===== config.mk =====
export PLATFORM = sky130hd
export DESIGN_NAME = multicycle_ctrl
export DESIGN_NICKNAME = d
export VERILOG_FILES = /design/src/rtl/mcctl_pkg.sv /design/src/rtl/mcctl_seq.sv /design/src/rtl/mcctl_outdec.sv /design/src/rtl/multicycle_ctrl.sv
export SDC_FILE = /design/constraint.sdc
export NUM_CORES = 1
export LEC_CHECK = 0
export BUFFER_PORTS_ARGS = -buffer_cell sky130_fd_sc_hd__clkbuf_2
export CORE_MARGIN = 5
export CORE_UTILIZATION = 29
export DETAILED_ROUTE_END_ITERATION = 10
export GPL_TIMING_DRIVEN = 0
export PLACE_DENSITY_LB_ADDON = 0.3
export SLEW_MARGIN = 5
export SYNTH_ARGS = -nofsm -noshare
export SYNTH_HDL_FRONTEND = slang
export SYNTH_SLANG_ARGS = --single-unit

===== constraint.sdc =====
create_clock -name clk -period 1.7 [get_ports clk]
set_clock_uncertainty 0.15 [all_clocks]
set_input_delay 0.17 -clock clk [delete_from_list [all_inputs] [get_ports clk]]
set_output_delay 0.17 -clock clk [all_outputs]
set_load 0.05 [all_outputs]

===== src/rtl/mcctl_pkg.sv =====
package mcctl_pkg;

    localparam int STATE_W = 4;

    typedef enum logic [STATE_W-1:0] {
        ST_FETCH     = 4'd0,
        ST_DECODE    = 4'd1,
        ST_ADDR      = 4'd2,
        ST_MEM_READ  = 4'd3,
        ST_MEM_WB    = 4'd4,
        ST_MEM_WRITE = 4'd5,
        ST_EXEC      = 4'd6,
        ST_EXEC_WB   = 4'd7,
        ST_BRANCH    = 4'd8,
        ST_IMM_EXEC  = 4'd9,
        ST_IMM_WB    = 4'd10,
        ST_JUMP      = 4'd11
    } state_e;

    typedef struct packed {
        logic       pc_wr;
        logic       ir_wr;
        logic       rf_wr;
        logic       mem_wr;
        logic       br_en;
        logic       addr_sel;
        logic       alu_a_sel;
        logic [1:0] alu_b_sel;
        logic [1:0] pc_next_sel;
        logic       rf_dst_sel;
        logic       rf_wdata_sel;
        logic [1:0] alu_mode;
    } ctrl_s;

endpackage


===== src/rtl/mcctl_seq.sv =====
module mcctl_seq
    import mcctl_pkg::*;
#(
    parameter int              OPC_W    = 6,
    parameter logic [OPC_W-1:0] OPC_LOAD  = 6'b100011,
    parameter logic [OPC_W-1:0] OPC_STORE = 6'b101011,
    parameter logic [OPC_W-1:0] OPC_RTYPE = 6'b000000,
    parameter logic [OPC_W-1:0] OPC_BEQ   = 6'b000100,
    parameter logic [OPC_W-1:0] OPC_ADDI  = 6'b001000,
    parameter logic [OPC_W-1:0] OPC_JUMP  = 6'b000010
) (
    input  logic             clk,
    input  logic             rst,
    input  logic [OPC_W-1:0] opcode,
    output state_e           state_q
);

    state_e state_d;

    always_ff @(posedge clk) begin
        if (rst) state_q <= ST_FETCH;
        else     state_q <= state_d;
    end

    always_comb begin
        state_d = ST_FETCH;
        unique case (state_q)
            ST_FETCH:    state_d = ST_DECODE;
            ST_DECODE: begin
                if (opcode == OPC_LOAD || opcode == OPC_STORE) state_d = ST_ADDR;
                else if (opcode == OPC_RTYPE) state_d = ST_EXEC;
                else if (opcode == OPC_BEQ)   state_d = ST_BRANCH;
                else if (opcode == OPC_ADDI)  state_d = ST_IMM_EXEC;
                else if (opcode == OPC_JUMP)  state_d = ST_JUMP;
                else                          state_d = ST_FETCH;
            end
            ST_ADDR:     state_d = (opcode == OPC_LOAD) ? ST_MEM_READ : ST_MEM_WRITE;
            ST_MEM_READ: state_d = ST_MEM_WB;
            ST_EXEC:     state_d = ST_EXEC_WB;
            ST_IMM_EXEC: state_d = ST_IMM_WB;
            ST_MEM_WB, ST_MEM_WRITE, ST_EXEC_WB,
            ST_BRANCH, ST_IMM_WB, ST_JUMP:
                         state_d = ST_FETCH;
            default:     state_d = ST_FETCH;
        endcase
    end

    AST_RESET_TO_FETCH: assert property (@(posedge clk) disable iff (rst)
        $past(rst) |-> (state_q == ST_FETCH));

    AST_FETCH_THEN_DECODE: assert property (@(posedge clk) disable iff (rst)
        (state_q == ST_FETCH) |=> (state_q == ST_DECODE));

endmodule


===== src/rtl/mcctl_outdec.sv =====
module mcctl_outdec
    import mcctl_pkg::*;
(
    input  state_e state,
    output ctrl_s  ctrl
);

    always_comb begin
        ctrl = '0;
        unique case (state)
            ST_FETCH: begin
                ctrl.pc_wr     = 1'b1;
                ctrl.ir_wr     = 1'b1;
                ctrl.alu_b_sel = 2'b01;
            end
            ST_DECODE: begin
                ctrl.alu_b_sel = 2'b11;
            end
            ST_ADDR, ST_IMM_EXEC: begin
                ctrl.alu_a_sel = 1'b1;
                ctrl.alu_b_sel = 2'b10;
            end
            ST_MEM_READ: begin
                ctrl.addr_sel = 1'b1;
            end
            ST_MEM_WB: begin
                ctrl.rf_wr        = 1'b1;
                ctrl.rf_wdata_sel = 1'b1;
            end
            ST_MEM_WRITE: begin
                ctrl.addr_sel = 1'b1;
                ctrl.mem_wr   = 1'b1;
            end
            ST_EXEC: begin
                ctrl.alu_a_sel = 1'b1;
                ctrl.alu_mode  = 2'b10;
            end
            ST_EXEC_WB: begin
                ctrl.rf_wr      = 1'b1;
                ctrl.rf_dst_sel = 1'b1;
            end
            ST_BRANCH: begin
                ctrl.alu_a_sel   = 1'b1;
                ctrl.alu_mode    = 2'b01;
                ctrl.pc_next_sel = 2'b01;
                ctrl.br_en       = 1'b1;
            end
            ST_IMM_WB: begin
                ctrl.rf_wr = 1'b1;
            end
            ST_JUMP: begin
                ctrl.pc_next_sel = 2'b10;
                ctrl.pc_wr       = 1'b1;
            end
            default: ctrl = '0;
        endcase
    end

    always_comb begin
        AST_WRITERS_EXCLUSIVE: assert ($onehot0({ctrl.rf_wr, ctrl.mem_wr, ctrl.br_en, ctrl.ir_wr}));
    end

endmodule


===== src/rtl/multicycle_ctrl.sv =====
module multicycle_ctrl
    import mcctl_pkg::*;
#(
    parameter int              OPC_W    = 6,
    parameter logic [OPC_W-1:0] OPC_LOAD  = 6'b100011,
    parameter logic [OPC_W-1:0] OPC_STORE = 6'b101011,
    parameter logic [OPC_W-1:0] OPC_RTYPE = 6'b000000,
    parameter logic [OPC_W-1:0] OPC_BEQ   = 6'b000100,
    parameter logic [OPC_W-1:0] OPC_ADDI  = 6'b001000,
    parameter logic [OPC_W-1:0] OPC_JUMP  = 6'b000010
) (
    input  logic             clk,
    input  logic             rst,
    input  logic [OPC_W-1:0] opcode,
    input  logic             alu_zero,
    output logic             pc_wr,
    output logic             ir_wr,
    output logic             rf_wr,
    output logic             mem_wr,
    output logic             br_en,
    output logic             addr_sel,
    output logic             alu_a_sel,
    output logic [1:0]       alu_b_sel,
    output logic [1:0]       pc_next_sel,
    output logic             rf_dst_sel,
    output logic             rf_wdata_sel,
    output logic [1:0]       alu_mode,
    output logic             pc_en
);

    state_e cur_state;
    ctrl_s  ctrl;

    mcctl_seq #(
        .OPC_W    (OPC_W),
        .OPC_LOAD (OPC_LOAD),
        .OPC_STORE(OPC_STORE),
        .OPC_RTYPE(OPC_RTYPE),
        .OPC_BEQ  (OPC_BEQ),
        .OPC_ADDI (OPC_ADDI),
        .OPC_JUMP (OPC_JUMP)
    ) seq_i (
        .clk    (clk),
        .rst    (rst),
        .opcode (opcode),
        .state_q(cur_state)
    );

    mcctl_outdec outdec_i (
        .state(cur_state),
        .ctrl (ctrl)
    );

    assign pc_wr        = ctrl.pc_wr;
    assign ir_wr        = ctrl.ir_wr;
    assign rf_wr        = ctrl.rf_wr;
    assign mem_wr       = ctrl.mem_wr;
    assign br_en        = ctrl.br_en;
    assign addr_sel     = ctrl.addr_sel;
    assign alu_a_sel    = ctrl.alu_a_sel;
    assign alu_b_sel    = ctrl.alu_b_sel;
    assign pc_next_sel  = ctrl.pc_next_sel;
    assign rf_dst_sel   = ctrl.rf_dst_sel;
    assign rf_wdata_sel = ctrl.rf_wdata_sel;
    assign alu_mode     = ctrl.alu_mode;

    // Taken branch or unconditional write loads the program counter
    assign pc_en = ctrl.pc_wr | (ctrl.br_en & alu_zero);

    AST_TAKEN_BRANCH_LOADS_PC: assert property (@(posedge clk) disable iff (rst)
        (br_en && alu_zero) |-> pc_en);

    AST_LAST_STEP_RETURNS: assert property (@(posedge clk) disable iff (rst)
        (mem_wr || rf_wr || br_en || (pc_wr && !ir_wr)) |=> ir_wr);

    AST_READ_THEN_WRITEBACK: assert property (@(posedge clk) disable iff (rst)
        (addr_sel && !mem_wr) |=> (rf_wr && rf_wdata_sel && !rf_dst_sel));

    AST_DECODE_PREPS_TARGET: assert property (@(posedge clk) disable iff (rst)
        ir_wr |=> (alu_b_sel == 2'b11 && !alu_a_sel && !ir_wr));

endmodule


# == Yosys cells after proc, flatten, opt, wreduce, memory -nomap -nowiden ==
# Index checks and enable logic that the tools add are counted.
# classes
n_eq_ne,16
mux,19
bitwise,2
n_reduce_logical,8
# ops
cell,count
$pmux W4 S6,1
$mux W4,5
$eq A4 B3 Y1 const B,4
$eq A4 B4 Y1 const B,4
$eq A6 B6 Y1 const B,2
$mux W1,9
$eq A4 B2 Y1 const B,2
$pmux W2 S2,2
$eq A6 B2 Y1 const B,1
$eq A6 B3 Y1 const B,1
$eq A6 B4 Y1 const B,1
$logic_not A6 Y1,1
$pmux W2 S3,1
$reduce_or A2 Y1,3
$eq A4 B1 Y1 const B,1
$logic_not A4 Y1,1
$reduce_or A4 Y1,1
$mux W3,1
$reduce_or A3 Y1,1
$and A1 B1 Y1,1
$logic_or A1 B1 Y1,1
$or A1 B1 Y1,1
# totals
reg_bits,4
inputBits,9
out_inout_bits,16
wordCells,46

# == Depth between registers and ports, before layout ==
# Gate-level depths: netlist (run 1).
# depth
word_depth,7
depth_mapped,5

# == Hierarchy ==
# Synthesis (run 1) repeated with hierarchy kept, for this count alone.
# unflattened
hier_cells,66
hier_area_um2,481.7
# modules_own_cells
mod,instances,cells_each,area_each_um2,seq_area_each_um2
mcctl_seq,1,35,269.0,80.1
mcctl_outdec,1,30,205.2,0.0
multicycle_ctrl,1,1,7.5,0.0

# == Worst setup path after synthesis (run 1) ==
# No wires, ideal clock.
# synth_timing
path_type,register to output
from,register seq_i.state_q[0]
to,output pc_en
t_arrival_ns,2.994
required_time_ns,1.380
setup_slack_ns,-1.614
path_stages_with_launch,5
path_buffers,1
path_cell_list,dfxtp_1 buf_2 nor4_1 or2_1 a21o_1
# synth_via
elab_chain_cells,4
word_cells_on_any_way,8
# synth_rtl
element,line,source
start: declaration,mcctl_seq.sv:15,output state_e state_q
start signal: assignment,mcctl_seq.sv:22,else state_q <= state_d;
$eq A4 B4 Y1 or $logic_not A4 Y1 (tied branches),mcctl_outdec.sv:10,unique case (state)
$reduce_or A2 Y1 (no source line) (*),n/a,
$mux W1 (*),mcctl_outdec.sv:10,
named net pc_wr,multicycle_ctrl.sv:16,"output logic pc_wr,"
$or A1 B1 Y1 (*),multicycle_ctrl.sv:68,assign pc_en = ctrl.pc_wr | (ctrl.br_en & alu_zero);
end: declaration,multicycle_ctrl.sv:28,output logic pc_en
# Mark *: on every way through the listed nets, which the timed path passes. The rest lies on a longest branch.

# == Worst setup path after layout (run 1) ==
# layout_timing
from,register seq_i.state_q[3]
to,output pc_en
# layout_via
elab_chain_cells,4
word_cells_on_any_way,8
# layout_rtl
element,line
$eq A4 B4 Y1 or $logic_not A4 Y1 (tied branches),mcctl_outdec.sv:10
$reduce_or A2 Y1 (no source line) or $mux W1 (tied branches),n/a
$mux W1 or $and A1 B1 Y1 (tied branches),"mcctl_outdec.sv:10, multicycle_ctrl.sv:68"
$or A1 B1 Y1 (*),multicycle_ctrl.sv:68
# Every way passes the cells marked *; elsewhere a longest branch is shown, timed or not.

==> results.json, run 1 <==
{
  "final_common_cell": "clkbuf_2",
  "synth-simple-area-share_pct": 47.5,
  "final_util_pct": 58.5,
  "diodes": 0,
  "ctsHtreeMaxLevel": 1,
  "clk_pin_slew_ns": 0.04,
  "synth_warnings": 0,
  "comb_power_share_pct": 42.1,
  "finalSetupViolations": 0,
  "areaGrowthSynthToFinish_pct": 95.5,
  "die_w_microns": 49.2,
  "place.port_buffers": 24,
  "muxShareOfSynthArea_pct": 4.78,
  "p_int_mw": 0.238,
  "synth_compound_area_share_pct": 18.0,
  "slew_violations": 0,
  "hold_class": "in2reg",
  "postSynthAreaPerCell_sq_um": 7.18,
  "finalCritPeriodShare_pct": 99.5,
  "endpoint_kind": "output port",
  "route.antenna.remaining_nets": 0,
  "fin_cells": 114,
  "syn_area_sq_um": 445,
  "vias": 574,
  "p_total_mw": 0.379,
  "cts_buffers": 3,
  "dp_cells": 102,
  "drive_above_1_share_pct": 65.3,
  "die_h_microns": 49.2,
  "maxCapViolations": 0,
  "synth_nets": 71,
  "syn-instance-count": 62,
  "rsz0062_at_grt": "yes",
  "swShare_pct": 37.3,
  "grt_first_pass_wirelength_mm": 2.45,
  "status": "completed",
  "max_clock_freq_mhz": 591,
  "cts_tree": "done",
  "ys_ff_latch": 4,
  "fin_crit_ns": 1.69,
  "dp.final_hpwl_mm": 1.02,
  "vias_per_cell": 5.04,
  "mostFrequentLayoutCells": "clkbuf_2, buf_4, buf_6, nor2_1, a21oi_1",
  "async_reset_ff_share_pct": 0,
  "ys_types": 28,
  "antenna_found_initial": 0,
  "largestRegisters": "seq_i.state_q: 4 flops",
  "core_sq_um": 1490,
  "switching_power_mw": 0.142,
  "synth_adder_area_share_pct": 0,
  "ctsRootBufferMaster": "clkbuf_4",
  "critPathMaxFanout": 5,
  "cts_num_sinks": 4,
  "clock_latency_ns": 0.24,
  "routedWlPerCell_microns": 12.2,
  "io_pins": 25,
  "pwr-share-seq_pct": 25.9,
  "synth_xor_area_share_pct": 3.93,
  "grt_use_total_pct": 12.4,
  "synth_edf_count": 0,
  "startpoint_type": "flop",
  "die-area_sq_um": 2420,
  "vdd_ir_drop_max_uv": 213,
  "grt_max_degree": 11,
  "slew_headroom_pct": 81.5,
  "layout.nets": 109,
  "powerDensity_nw_per_um2": 436,
  "dr.first_iter.drc_count": 11,
  "finalHoldViolCount": 0,
  "critical_path_class": "reg2out",
  "rows": 14,
  "wl_mm": 1.40,
  "place.gp.congestion": 0.801,
  "setup-tns-final_ns": 0,
  "worst_slew_pin_slew_ns": 0.278,
  "synth_top_family_by_area": "simple AND/OR/NAND/NOR gates",
  "drcViolationCount": 0,
  "ys.flop_type": "dfxtp_1",
  "fin_area_sq_um": 871,
  "drt_first_pass_iters": 4,
  "overflow": 0,
  "largest_register": "seq_i.state_q",
  "place_area_sq_um": 664,
  "grt_pass1_vias": 546,
  "initial_core_util_pct": 29.9,
  "clkPwrFrac_pct": 32.1,
  "clockBufferDepth": 2,
  "largest_register_ffs": 4,
  "critical_path_arrival_ns": 1.37,
  "crit_required_ns": 1.38,
  "synth_seq_area_share_pct": 18.0,
  "leakage_nw": 0.366
}
==> critical path: stages, from the launching register on <==
cell and delay [ns]:
dfxtp_2 0.31, buf_6 0.13, nand2b_4 0.11, nor2_4 0.04, or2_4 0.22, a21o_1 0.17, buf_8 0.15
==> per-layer routing <==
metal,vias up,wire [microns],global-route usage (%)
li1,297,-,-
met3,2,137,4.59
met2,26,665,19.7
met4,0,15,4.04
met1,249,577,15.3
met5,-,0,0
==> path summary, 6_finish.rpt <==
check / startpoint / endpoint / slack [ns] / depth (start not counted)
setup reg to reg: seq_i.state_q[2]$_SDFF_PP0_ / seq_i.state_q[2]$_SDFF_PP0_ / 0.08 / 5
setup / recovery: seq_i.state_q[3]$_SDFF_PP0_ / pc_en / 0.009 / 6
hold / removal: opcode[3] / seq_i.state_q[2]$_SDFF_PP0_ / 0.14 / 4
hold reg to reg: seq_i.state_q[3]$_SDFF_PP0_ / seq_i.state_q[2]$_SDFF_PP0_ / 0.52 / 4
==> final cells by class <==
cell class,instances,area (sq um)
Buffer,6,57.6
Clock buffer,3,22.5
Fill cell,134,618
Multi-Input combinational cell,52,429
Sequential cell,4,86.3
Tap cell,16,20.0
Timing Repair Buffer,33,255
==> what timing repair did <==
item	4_1_cts	5_1_grt
hold buffers	1	0
endpoints found under the hold margin	1	0
setup buffers	8	0
resized for setup	23	23
pin swaps	2	1
setup endpoints to repair	14	10
==> cell families after synthesis <==
kind of cell / count (synthesis)
xor gates and xnor gates: 2
DFF: 4
buffers and inverters: 6
muxes: 2
and+or+nand+nor: 35
AOI/OAI and AO/OA: 13
==> power groups by stage <==
stage / sequential (mW) / clock, mW / combinational, mW
floorplan: 0.0998 / 0 / 0.0988
global placement: 0.100 / 0 / 0.133
detailed placement: 0.100 / 0 / 0.135
CTS: 0.0980 / 0.126 / 0.154
global route: 0.0986 / 0.131 / 0.170
finish: 0.0982 / 0.122 / 0.160
==> Yosys cell counts, types with 2 or more instances <==
library cell,n,area share (%)
a21o_1,2,3.4
a21oi_1,6,6.7
buf_2,4,4.5
buf_4,2,3.4
dfxtp_1,4,18
nand2_1,3,2.5
nand2b_1,4,5.6
nor2_1,10,8.4
nor3_1,5,5.6
nor4_1,2,2.8
or2_1,3,4.2
==> stage by stage <==
step | setup WS, ns | hold WS, ns
after floorplan | -0.399 | 0.0987
after global placement | -0.0824 | 0.212
after detailed placement | -0.0862 | 0.207
after CTS | 0.00495 | 0.133
after global routing | -0.0409 | 0.183
final | 0.00865 | 0.144
(Power assumes the default switching activity.)
==> run 2: changes to the inputs <==
--- a/constraint.sdc
+++ b/constraint.sdc
@@ -3,3 +3,3 @@
 set_input_delay 0.17 -clock clk [delete_from_list [all_inputs] [get_ports clk]]
 set_output_delay 0.17 -clock clk [all_outputs]
-set_load 0.05 [all_outputs]
+set_load 0.005 [all_outputs]
==> run 2 against run 1 <==
Register-to-register slack gained 0.11 ns. Count of clock-buffer cells in the layout did not move. Combinational power is 40% lower.
==> results.json, run 2 (synthesized netlist as in run 1, its figures left out) <==
{
  "slew_violations": 0,
  "max_clock_freq_mhz": 613,
  "critical_path_arrival_ns": 1.31,
  "p_int_mw": 0.219,
  "leakage_nw": 0.339,
  "hold_class": "in2reg",
  "grt_first_pass_wirelength_mm": 2.08,
  "dp_cells": 102,
  "cts_tree": "done",
  "place_area_sq_um": 586,
  "place.gp.congestion": 0.798,
  "powerDensity_nw_per_um2": 414,
  "endpoint": "rf_wr",
  "layout.nets": 107,
  "routedWlPerCell_microns": 12.3,
  "comb_power_share_pct": 31.3,
  "cts_num_sinks": 4,
  "fin_crit_ns": 1.63,
  "io_pins": 25,
  "largestRegisters": "seq_i.state_q: 4 flops",
  "grt_pass1_vias": 466,
  "pwr-share-seq_pct": 31.3,
  "final_common_cell": "clkbuf_2",
  "maxCapViolations": 0,
  "whs_ns": 0.143,
  "vias_per_cell": 5.02,
  "drive_above_1_share_pct": 55.2,
  "multi_input_area_sq_um": 382,
  "cp-startpoint": "seq_i.state_q[3]$_SDFF_PP0_",
  "slew_headroom_pct": 80.4,
  "finalCritPeriodShare_pct": 96.0,
  "fin_area_sq_um": 744,
  "endpoint_kind": "output port",
  "clkPwrFrac_pct": 37.3,
  "core_sq_um": 1490,
  "cp_slowest_cell": "dfxtp_1",
  "dp.final_hpwl_microns": 967,
  "critical_path_class": "reg2out",
  "switching_power_mw": 0.0892,
  "antenna_found_initial": 0,
  "dr.first_iter.drc_count": 1,
  "rows": 14,
  "route.antenna.remaining_nets": 0,
  "vias": 562,
  "max_stage_delay_ns": 0.33,
  "die_w_microns": 49.2,
  "clk_pin_slew_ns": 0.04,
  "path_cells": "buf_6 -> nand2b_4 -> buf_4 -> mux2i_1 -> a21o_1 -> clkbuf_2",
  "clockBufferDepth": 2,
  "reg2reg_to": "seq_i.state_q[2]$_SDFF_PP0_",
  "p_total_mw": 0.308,
  "grt_use_total_pct": 10.6,
  "wl_mm": 1.37,
  "ctsRootBufferMaster": "clkbuf_4",
  "overflow": 0,
  "critPathMaxFanout": 6,
  "place.port_buffers": 24,
  "setup-tns-final_ns": 0,
  "fin_cells": 112,
  "crit_required_ns": 1.38,
  "clock_latency_ns": 0.23,
  "largest_register_ffs": 4,
  "reg2reg_depth": 4,
  "status": "completed",
  "regArea_sq_um": 87.6,
  "die-area_sq_um": 2420,
  "grt_max_degree": 11,
  "worst_slew_pin_slew_ns": 0.293,
  "areaGrowthSynthToFinish_pct": 67.1,
  "mostFrequentLayoutCells": "clkbuf_2, nor2_1, buf_4",
  "cts_buffers": 3,
  "r2r_start": "seq_i.state_q[2]$_SDFF_PP0_",
  "drcViolationCount": 0,
  "finalSetupViolations": 0,
  "startpoint_type": "flop",
  "swShare_pct": 28.9,
  "ctsHtreeMaxLevel": 1,
  "diodes": 0,
  "finalHoldViolCount": 0,
  "largest_register": "seq_i.state_q",
  "die_h_microns": 49.2,
  "drt_first_pass_iters": 4,
  "fill_cells": 153,
  "rrSetupSlack_ns": 0.19,
  "initial_core_util_pct": 29.9,
  "vdd_ir_drop_max_uv": 462
}
run 2: changes by cell type in the layout (fill, tap and decap cells not counted), sizes merged:
cell    previous run  this run
clkbuf            18        27
buf               23        12
run 2: worst max-delay path, delay by kind of cell (launching register included):
family / cells / cell delay, ns
compound gates: 1 / 0.15
buf+inv: 3 / 0.38
flops: 1 / 0.33
mux: 1 / 0.15
simple gates: 1 / 0.07
run 2: area by class of cell:
type | instances | share of cell area, %
well taps | 16 | 2.69
flip-flops and latches | 4 | 11.8
multi-input cells | 52 | 51.3
repair buffers | 31 | 23.5
plain buffers | 6 | 7.73
clock buffers | 3 | 3.03
run 2: metrics by stage:
step                utilization, %  setup slack (ns)
floorplan                        -             0.283
global placement              39.3             0.111
detailed placement            39.3            0.0657
CTS                           42.8           -0.0109
global route                  50.0           -0.0115
finish                        50.0            0.0678
run 2: power by group through the flow:
| stage | Combinational (mW) | Sequential (mW) | Clock (mW) |
|---|---|---|---|
| 2_1_floorplan | 0.0469 | 0.0995 | 0 |
| 3_3_place_gp | 0.0816 | 0.0997 | 0 |
| 5_1_grt | 0.109 | 0.0969 | 0.132 |
| 6_report | 0.0966 | 0.0966 | 0.115 |
| 4_1_cts | 0.0871 | 0.0985 | 0.122 |
| 3_5_place_dp | 0.0829 | 0.0999 | 0 |
run 2: how the worst min path moves through the flow:
stage          startpoint                           to  slack, ns  cells past startpoint
4_1_cts         opcode[3]  seq_i.state_q[2]$_SDFF_PP0_       0.14                      4
6_report        opcode[3]  seq_i.state_q[2]$_SDFF_PP0_       0.14                      4
3_3_place_gp          rst  seq_i.state_q[3]$_SDFF_PP0_       0.21                      2
3_5_place_dp          rst  seq_i.state_q[3]$_SDFF_PP0_       0.22                      2
2_1_floorplan         rst  seq_i.state_q[3]$_SDFF_PP0_        0.1                      1
5_1_grt         opcode[0]  seq_i.state_q[2]$_SDFF_PP0_       0.16                      4
run 2: routing by layer:
layer	share of wire [%]	vias up	routed length (microns)	track usage, %
li1	-	292	-	-
met1	47	249	641	15.5
met2	44	21	609	13.1
met3	9.0	0	123	5.50
met4	0	0	0	2.69
met5	0	-	0	0
run 2: what timing repair did:
action | 4_1_cts | 5_1_grt
endpoints found under the setup margin | 4 | 10
buffers inserted | 0 | 6
endpoints found under the hold margin | 1 | 0
hold buffers | 1 | 0
gates resized for setup | 3 | 21
pin swaps | 0 | 2
